==> config.mk <==
export PLATFORM = sky130hd
export DESIGN_NAME = dcf_frame_assembler
export DESIGN_NICKNAME = d
export VERILOG_FILES = /design/src/rtl/dcf_frame_pkg.sv /design/src/rtl/dcf_pulse_classify.sv /design/src/rtl/dcf_bit_store.sv /design/src/rtl/dcf_frame_hold.sv /design/src/rtl/dcf_frame_assembler.sv
export SDC_FILE = /design/constraint.sdc
export NUM_CORES = 1
export LEC_CHECK = 0
export BUFFER_PORTS_ARGS = -buffer_cell sky130_fd_sc_hd__clkbuf_2
export CAP_MARGIN = 40
export CORE_MARGIN = 2
export CORE_UTILIZATION = 40
export CTS_CLUSTER_SIZE = 40
export DETAILED_ROUTE_END_ITERATION = 8
export PLACE_DENSITY = 0.61
export SYNTH_ARGS = -nofsm -noshare
export SYNTH_HDL_FRONTEND = slang
export SYNTH_SLANG_ARGS = --single-unit
==> constraint.sdc <==
create_clock -name clk -period 2.9 [get_ports clk]
set_input_delay 0.29 -clock clk [delete_from_list [all_inputs] [get_ports clk]]
set_output_delay 0.29 -clock clk [all_outputs]
set_load 0.05 [all_outputs]
==> src/rtl/dcf_frame_pkg.sv <==
package dcf_frame_pkg;

  typedef enum logic [2:0] {
    PC_RUNT,
    PC_ZERO,
    PC_ONE,
    PC_MINUTE,
    PC_OTHER
  } pulse_class_e;

endpackage

==> src/rtl/dcf_pulse_classify.sv <==
module dcf_pulse_classify
  import dcf_frame_pkg::*;
#(
  parameter int TICK_W   = 8,
  parameter int ZERO_MIN = 3,
  parameter int ZERO_MAX = 5,
  parameter int ONE_MIN  = 7,
  parameter int ONE_MAX  = 9,
  parameter int MARK_LO  = 39,  // exclusive
  parameter int MARK_HI  = 84   // exclusive
) (
  input  logic [TICK_W-1:0] ticks_i,
  output pulse_class_e      class_o
);

  localparam logic [TICK_W-1:0] ZMIN = TICK_W'(ZERO_MIN);
  localparam logic [TICK_W-1:0] ZMAX = TICK_W'(ZERO_MAX);
  localparam logic [TICK_W-1:0] OMIN = TICK_W'(ONE_MIN);
  localparam logic [TICK_W-1:0] OMAX = TICK_W'(ONE_MAX);
  localparam logic [TICK_W-1:0] MLO  = TICK_W'(MARK_LO);
  localparam logic [TICK_W-1:0] MHI  = TICK_W'(MARK_HI);

  always_comb begin
    if (ticks_i < ZMIN)
      class_o = PC_RUNT;
    else if (ticks_i <= ZMAX)
      class_o = PC_ZERO;
    else if (ticks_i >= OMIN && ticks_i <= OMAX)
      class_o = PC_ONE;
    else if (ticks_i > MLO && ticks_i < MHI)
      class_o = PC_MINUTE;
    else
      class_o = PC_OTHER;
  end

endmodule

==> src/rtl/dcf_bit_store.sv <==
module dcf_bit_store
  import dcf_frame_pkg::*;
#(
  parameter int BUF_BYTES  = 8,
  parameter int FRAME_BITS = 59
) (
  input  logic                     clk,
  input  logic                     rst,
  input  logic                     strobe_i,
  input  pulse_class_e             class_i,
  output logic [$clog2(BUF_BYTES*8)-1:0] cnt_o,
  output logic                     done_o,
  output logic [BUF_BYTES*8-1:0]   next_o
);

  localparam int BUF_BITS = BUF_BYTES * 8;
  localparam int CNT_W    = $clog2(BUF_BITS);
  localparam logic [CNT_W-1:0] LAST_IDX = CNT_W'(FRAME_BITS - 1);

  logic [CNT_W-1:0] cnt_q;
  logic [7:0]       byte_q [BUF_BYTES];
  logic             is_data;
  logic             bit_val;

  assign is_data = strobe_i && (class_i == PC_ZERO || class_i == PC_ONE);
  assign bit_val = (class_i == PC_ONE);
  assign done_o  = is_data && (cnt_q == LAST_IDX);
  assign cnt_o   = cnt_q;

  always_ff @(posedge clk) begin
    if (rst) begin
      cnt_q <= '0;
    end else if (strobe_i) begin
      if (class_i == PC_RUNT || class_i == PC_MINUTE)
        cnt_q <= '0;
      else if (is_data)
        cnt_q <= done_o ? '0 : cnt_q + 1'b1;
    end
  end

  for (genvar b = 0; b < BUF_BYTES; b++) begin : g_byte
    logic       sel;
    logic [7:0] byte_next;
    assign sel = is_data && (cnt_q[CNT_W-1:3] == (CNT_W-3)'(b));

    always_comb begin
      byte_next = byte_q[b];
      if (sel)
        byte_next[cnt_q[2:0]] = bit_val;
    end

    always_ff @(posedge clk) begin
      if (rst)
        byte_q[b] <= '0;
      else
        byte_q[b] <= byte_next;
    end

    assign next_o[8*b +: 8] = byte_next;
  end

endmodule

==> src/rtl/dcf_frame_hold.sv <==
module dcf_frame_hold #(
  parameter int DATA_W = 64
) (
  input  logic              clk,
  input  logic              rst,
  input  logic              done_i,
  input  logic              ack_i,
  input  logic [DATA_W-1:0] store_i,
  output logic              ready_o,
  output logic [DATA_W-1:0] frame_o
);

  always_ff @(posedge clk) begin
    if (rst) begin
      ready_o <= 1'b0;
      frame_o <= '0;
    end else if (done_i) begin
      ready_o <= 1'b1;
      frame_o <= store_i;
    end else if (ack_i) begin
      ready_o <= 1'b0;
    end
  end

endmodule

==> src/rtl/dcf_frame_assembler.sv <==
module dcf_frame_assembler
  import dcf_frame_pkg::*;
#(
  parameter int TICK_W     = 8,
  parameter int BUF_BYTES  = 8,
  parameter int FRAME_BITS = 59,
  parameter int ZERO_MIN   = 3,
  parameter int ZERO_MAX   = 5,
  parameter int ONE_MIN    = 7,
  parameter int ONE_MAX    = 9,
  parameter int MARK_LO    = 39,
  parameter int MARK_HI    = 84
) (
  input  logic                   clk,
  input  logic                   rst,
  input  logic                   pulse_valid,
  input  logic [TICK_W-1:0]      pulse_ticks,
  input  logic                   host_ack,
  output logic                   frame_ready,
  output logic [BUF_BYTES*8-1:0] frame_data
);

  localparam int DATA_W = BUF_BYTES * 8;
  localparam int CNT_W  = $clog2(DATA_W);

  pulse_class_e      pulse_class;
  logic [CNT_W-1:0]  bit_cnt;
  logic              frame_done;
  logic [DATA_W-1:0] store_next;

  dcf_pulse_classify #(
    .TICK_W(TICK_W), .ZERO_MIN(ZERO_MIN), .ZERO_MAX(ZERO_MAX),
    .ONE_MIN(ONE_MIN), .ONE_MAX(ONE_MAX), .MARK_LO(MARK_LO), .MARK_HI(MARK_HI)
  ) i_classify (
    .ticks_i (pulse_ticks),
    .class_o (pulse_class)
  );

  dcf_bit_store #(
    .BUF_BYTES(BUF_BYTES), .FRAME_BITS(FRAME_BITS)
  ) i_store (
    .clk      (clk),
    .rst      (rst),
    .strobe_i (pulse_valid),
    .class_i  (pulse_class),
    .cnt_o    (bit_cnt),
    .done_o   (frame_done),
    .next_o   (store_next)
  );

  dcf_frame_hold #(
    .DATA_W(DATA_W)
  ) i_hold (
    .clk     (clk),
    .rst     (rst),
    .done_i  (frame_done),
    .ack_i   (host_ack),
    .store_i (store_next),
    .ready_o (frame_ready),
    .frame_o (frame_data)
  );

endmodule

==> out/results.txt, run 1 <==
Yosys top cell by area = dfxtp_1
Num CTS Buffers = 17
Post-synth EDFFs = 0
# diodes = 0
Status = completed
CTS tree = done
Root buffer cell = clkbuf_16
Worst r2r src = i_store.cnt_o[0]
Register-to-Register Path Depth = 5
Setup violators final = 0
Static Leak = 2.43 nW
Most frequent cells in the layout = 135 x dfxtp_1, 110 x nor2_1, 75 x clkbuf_2
Reg2reg setup slack = 0.45 ns
Slew HR = 0.510
Post-CTS Hold Buffers = 0
Nets@finish = 704
Critical path capture point type = flip-flop
GRT Total Usage = 0.177
CP Data Arrival Time = 2.72 ns
Die width = 125 um
Synth top area share = 0.461
Synth Flop Type = dfxtp_1
Vias in the first global route = 4560
Initial antenna violation count = 0
Final Critical Period = 2.45 ns
Tcrit/Tclk final = 0.845
DRT Pass-1 Iters = 5
Die area = 0.0156 mm2
DP HPWL = 9380 um
Avg Inst Size Synth = 9.24 um2
Layout Skew = 0.00611 ns
Chip height = 125 um
Pwr dens = 582 mW/mm2
Pin count of the biggest net entering global routing = 64
Hold Path End = i_hold.ready_o
CTS Sinks = 135
Hold Fails Final Rpt = 0
HP Start = host_ack
Sequential share of the synthesized area = 0.461
Cell variety after synth = 50
Ys Warns = 0
Synthesized instance count = 635
CORE AREA = 0.0144 mm2
Total number of vias = 4769
Mapped cell area = 0.00587 mm2
Row count = 44
Max Clock Freq = 408 MHz
Final wirelength = 13500 um
Post-CTS Setup Inserts = 0
Capturing point of the worst reg2reg path = i_hold.frame_o[11]
Worst-Skew Late Latency = 0.42 ns
Clk buf depth = 2
Sum of negative setup slack = 0 ns
Layout cells sized above 1 = 0.252
H-Tree Level Count = 4
Via density per instance = 5.38
First-pass GRT wire length = 22700 um
Most common cell after layout, fill and taps aside = dfxtp_1
Max Cap Viol = 0
Syn-to-layout area delta = 18.7%
Crit Path Max Fanout = 14
CTS clk-pin slew, worst paths = 0.06 ns
Total gr overflow = 0
Worst slew pin tran = 0.735 ns
Initial core utilization = 0.407
Seq cells post-synth = 135
Final Wtd Congestion = 0.814
Top post-synthesis cells by area = dfxtp_1 46%, mux2i_1 11%, a211oi_2 7.3%
I/O pin cnt = 77
Critical path class = reg -> reg
I/O Buffers = 76
Drt drc = 0
Number of fill cells = 1395
IR drop worst, VDD = 393 uV
Final Non-Filler Cells = 887
Asr flop ratio synth = 0
Hold WC Path Type = in -> reg
DR iter-0 viols = 284
Max-slew violations = 0
Post-CTS sizing = 0
Placed cell count = 855
Min-Delay Path Depth = 3
Drt wl/cell = 15.2 um
Syn_nets = 649
Crit path launch type = flip-flop
Post-route ant nets = 0
RSZ-0062 raised after global routing = false
CP Data Required Time = 3.17 ns
## flip-flops by register name, summed over array words and instances, names as in the netlist
| signal | count |
|---|---|
| i_store.cnt_o | 6 |
| i_hold.frame_o | 64 |
| i_store.byte_q | 64 |
| i_hold.ready_o | 1 |
## report_power, final
part           internal (W)  total [W]  leakage [nW]  switching [W]
Sequential          0.00186    0.00186          1.09    0.000000767
Clock               0.00130    0.00207         0.277       0.000771
Combinational     0.0000300   0.000120          1.07      0.0000904
Total               0.00319    0.00405          2.43       0.000862
## cells by family after synthesis
kind of cell | Yosys count | share of synthesized area
fa+ha+maj | 2 | 0.00427
simple gates | 274 | 0.235
buf+inv | 64 | 0.0542
compound gates | 98 | 0.140
flops | 135 | 0.461
mux | 62 | 0.106
## through the flow
step                setup slack (ns)  utilization  hold WS, ns  power, W  cell area [um2]
global placement               0.320        0.443        0.438   0.00201             6390
global route                   0.300        0.483        0.153   0.00419             6960
floorplan                      0.886            -        0.433   0.00199             5870
CTS                            0.447        0.483        0.121   0.00408             6960
detailed placement             0.187        0.443        0.446   0.00202             6390
finish                         0.450        0.483        0.139   0.00405             6960
## area by class of cell
class	count	area [um2]	area share
clock inverters	9	100	0.0144
repair buffers	94	581	0.0834
well taps	184	230	0.0331
multi-input cells	436	2860	0.410
flip-flops and latches	135	2700	0.388
clock buffers	23	468	0.0672
inverters	6	22.5	0.00324
## Yosys cell counts (2+ instances only)
cell type,count
nor3_1,3
o21ai_0,9
buf_4,3
nand2b_1,2
or3b_2,2
a21oi_1,31
or3_1,2
nand4_1,6
o21a_1,2
nor2_1,110
or2_2,3
inv_1,6
nand2_1,53
nand3_1,29
dfxtp_1,135
clkbuf_1,32
a32oi_1,2
ha_1,2
mux2i_1,62
buf_6,6
nor3b_1,3
nor4_4,2
nor4_2,6
a211oi_1,12
a211oi_2,34
nand3b_1,3
or2_4,2
nor4_1,35
buf_2,17
## per-layer routing
| metal | global-route usage | share of wire |
|---|---|---|
| met1 | 0.231 | 0.47 |
| met2 | 0.278 | 0.47 |
| met3 | 0.0539 | 0.051 |
| met4 | 0.0634 | 0.012 |
| met5 | 0 | 0 |
## critical path, stage by stage, from the launching register on
cell and delay (ns):
dfxtp_1 0.58, nand3b_1 0.31, or2_2 0.41, nor4_1 0.55
mux2i_1 0.34, a211oi_2 0.10
## worst max path at each step
stage	startpoint	end	slack (ns)	cells past startpoint
after floorplan	pulse_ticks[6]	i_hold.frame_o[29]	0.89	6
after global placement	pulse_ticks[2]	i_hold.frame_o[11]	0.32	7
after detailed placement	pulse_ticks[2]	i_hold.frame_o[11]	0.19	7
after CTS	i_store.cnt_o[0]	i_hold.frame_o[11]	0.45	5
after global routing	i_store.cnt_o[0]	i_hold.frame_o[11]	0.30	5
final	i_store.cnt_o[0]	i_hold.frame_o[11]	0.45	5
Power figures use the tool's default switching activity.
==> run 2, diff against run 1 <==
--- a/config.mk
+++ b/config.mk
@@ -11,7 +11,7 @@
 export CORE_UTILIZATION = 40
 export CTS_CLUSTER_SIZE = 40
 export DETAILED_ROUTE_END_ITERATION = 8
-export PLACE_DENSITY = 0.61
+export PLACE_DENSITY = 0.63
 export SYNTH_ARGS = -nofsm -noshare
 export SYNTH_HDL_FRONTEND = slang
 export SYNTH_SLANG_ARGS = --single-unit
==> constraint.sdc (replaced) <==
create_clock -name clk -period 2 [get_ports clk]
set_input_delay 0.2 -clock clk [delete_from_list [all_inputs] [get_ports clk]]
set_output_delay 0.2 -clock clk [all_outputs]
set_load 0.05 [all_outputs]
==> run 2 against run 1 <==
Clock-buffer cell count stayed put. Die area unchanged. Combinational power is 74% higher. Worst hold slack worse by 0.10 ns. Sequential power grew 45%. Maximum frequency up 26%. Critical endpoint is now i_hold.frame_o[10]. Largest cell class unchanged. Largest power group unchanged.
==> out/results.txt, run 2 (synthesized netlist as in run 1, its figures left out) <==
Status = completed
Critical path capture point type = flip-flop
Pwr dens = 786 mW/mm2
Most frequent cells in the layout = 132 x dfxtp_1, 110 x nor2_1, 75 x clkbuf_2
DR iter-0 viols = 332
Initial antenna violation count = 0
Hold WC Path Type = in -> reg
# diodes = 0
Total number of vias = 4955
Post-CTS Setup Inserts = 0
Row count = 44
H-Tree Level Count = 4
Slowest CP cell = dfxtp_2
Number of fill cells = 1339
Total gr overflow = 0
Tcrit/Tclk final = 0.970
CTS clk-pin slew, worst paths = 0.06 ns
Post-route worst setup slack = 0.0605 ns
Reg2reg setup slack = 0.06 ns
I/O Buffers = 76
Worst-Skew Late Latency = 0.42 ns
RSZ-0062 raised after global routing = true
Placed cell count = 913
CTS Sinks = 135
Max Cap Viol = 0
Nets@finish = 762
Initial core utilization = 0.407
Critical path class = reg -> reg
Final Critical Period = 1.94 ns
Final wirelength = 14200 um
Num CTS Buffers = 17
GRT Total Usage = 0.182
Slew HR = 0.615
I/O pin cnt = 77
Syn-to-layout area delta = 27.0%
Slowest stage delay, CP = 0.46 ns
CP bufs+invs = 0
Chip height = 125 um
Crit path launch type = flip-flop
DP HPWL = 9940 um
Crit Path Max Fanout = 13
Setup violators final = 0
Pin count of the biggest net entering global routing = 85
Vias in the first global route = 4757
Drt wl/cell = 15.0 um
Pre-CTS WS = -0.234 ns
Die width = 125 um
Drt drc = 0
Die area = 0.0156 mm2
Static Leak = 2.73 nW
Root buffer cell = clkbuf_16
CORE AREA = 0.0144 mm2
Final Wtd Congestion = 0.830
CP Data Arrival Time = 2.24 ns
IR drop worst, VDD = 598 uV
CTS tree = done
Worst slew pin tran = 0.577 ns
CP Data Required Time = 2.30 ns
CP cell instances = nor3b_2 -> nand2_1 -> nor4_1 -> mux2i_1 -> a211oi_2
Layout cells sized above 1 = 0.328
Layout Skew = 0.00553 ns
Final Non-Filler Cells = 944
CP delay by family, top = simple AND/OR/NAND/NOR gates
Max Clock Freq = 516 MHz
First-pass GRT wire length = 23300 um
Post-route ant nets = 0
Most common cell after layout, fill and taps aside = dfxtp_1
Max-slew violations = 0
DRT Pass-1 Iters = 4
Via density per instance = 5.25
Clk buf depth = 2
Hold Fails Final Rpt = 0
run 2: cell count changes in the layout (fill, tap and decap cells not counted), moves of 2 or more:
cell | before | now
buf_4 | 14 | 72
nor3b_1 | 3 | 1
nor3b_2 | 0 | 2
clkbuf_1 | 4 | 2
dfxtp_2 | 0 | 2
nor4_1 | 35 | 30
clkbuf_8 | 2 | 4
dfxtp_1 | 135 | 132
nor4_2 | 6 | 11
run 2: power by group:
part	internal, W	switching, W
clock network	0.00182	0.00113
logic	0.0000674	0.000141
registers	0.00269	0.00000100
run 2: metal layers:
layer	global-route usage	wire [um]
met1	0.238	6720
met2	0.286	6530
met5	0	0
met3	0.0492	634
met4	0.0765	275
run 2: cell type report:
cell class / instances / area, um2 / area share
repair buffers: 152 / 1020 / 0.136
flip-flops and latches: 135 / 2710 / 0.364
clock buffers: 23 / 488 / 0.0655
multi-input cells: 436 / 2910 / 0.391
well taps: 184 / 230 / 0.0309
clock inverters: 8 / 72.6 / 0.00974
inverters: 6 / 22.5 / 0.00302
run 2: worst paths after layout:
| kind | start | end | depth (start not counted) |
|---|---|---|---|
| min reg2reg | i_hold.frame_o[32] | i_hold.frame_o[32] | 2 |
| max reg2reg | i_store.cnt_o[1] | i_hold.frame_o[10] | 5 |
| max | i_store.cnt_o[1] | i_hold.frame_o[10] | 5 |
| min | host_ack | i_hold.ready_o | 3 |
run 2: per-stage QoR:
step                 util  area (um2)  total power (W)  setup TNS (ns)  hold slack [ns]
global placement    0.473        6830          0.00295           -9.32            0.439
finish              0.516        7450          0.00585               0           0.0386
CTS                 0.514        7420          0.00590               0           0.0229
floorplan               -        5870          0.00288               0            0.382
global route        0.516        7450          0.00603         -0.0979           0.0586
detailed placement  0.473        6830          0.00295          -12.47            0.445
run 2: what timing repair did:
action	4_1_cts	5_1_grt
hold buffers	0	0
gates resized for setup	8	6
endpoints found under the setup margin	40	31
run 2: tightest hold or removal path, stage by stage:
cell and delay [ns]:
clkbuf_2 0.07, nand2b_1 0.09, a21oi_1 0.06
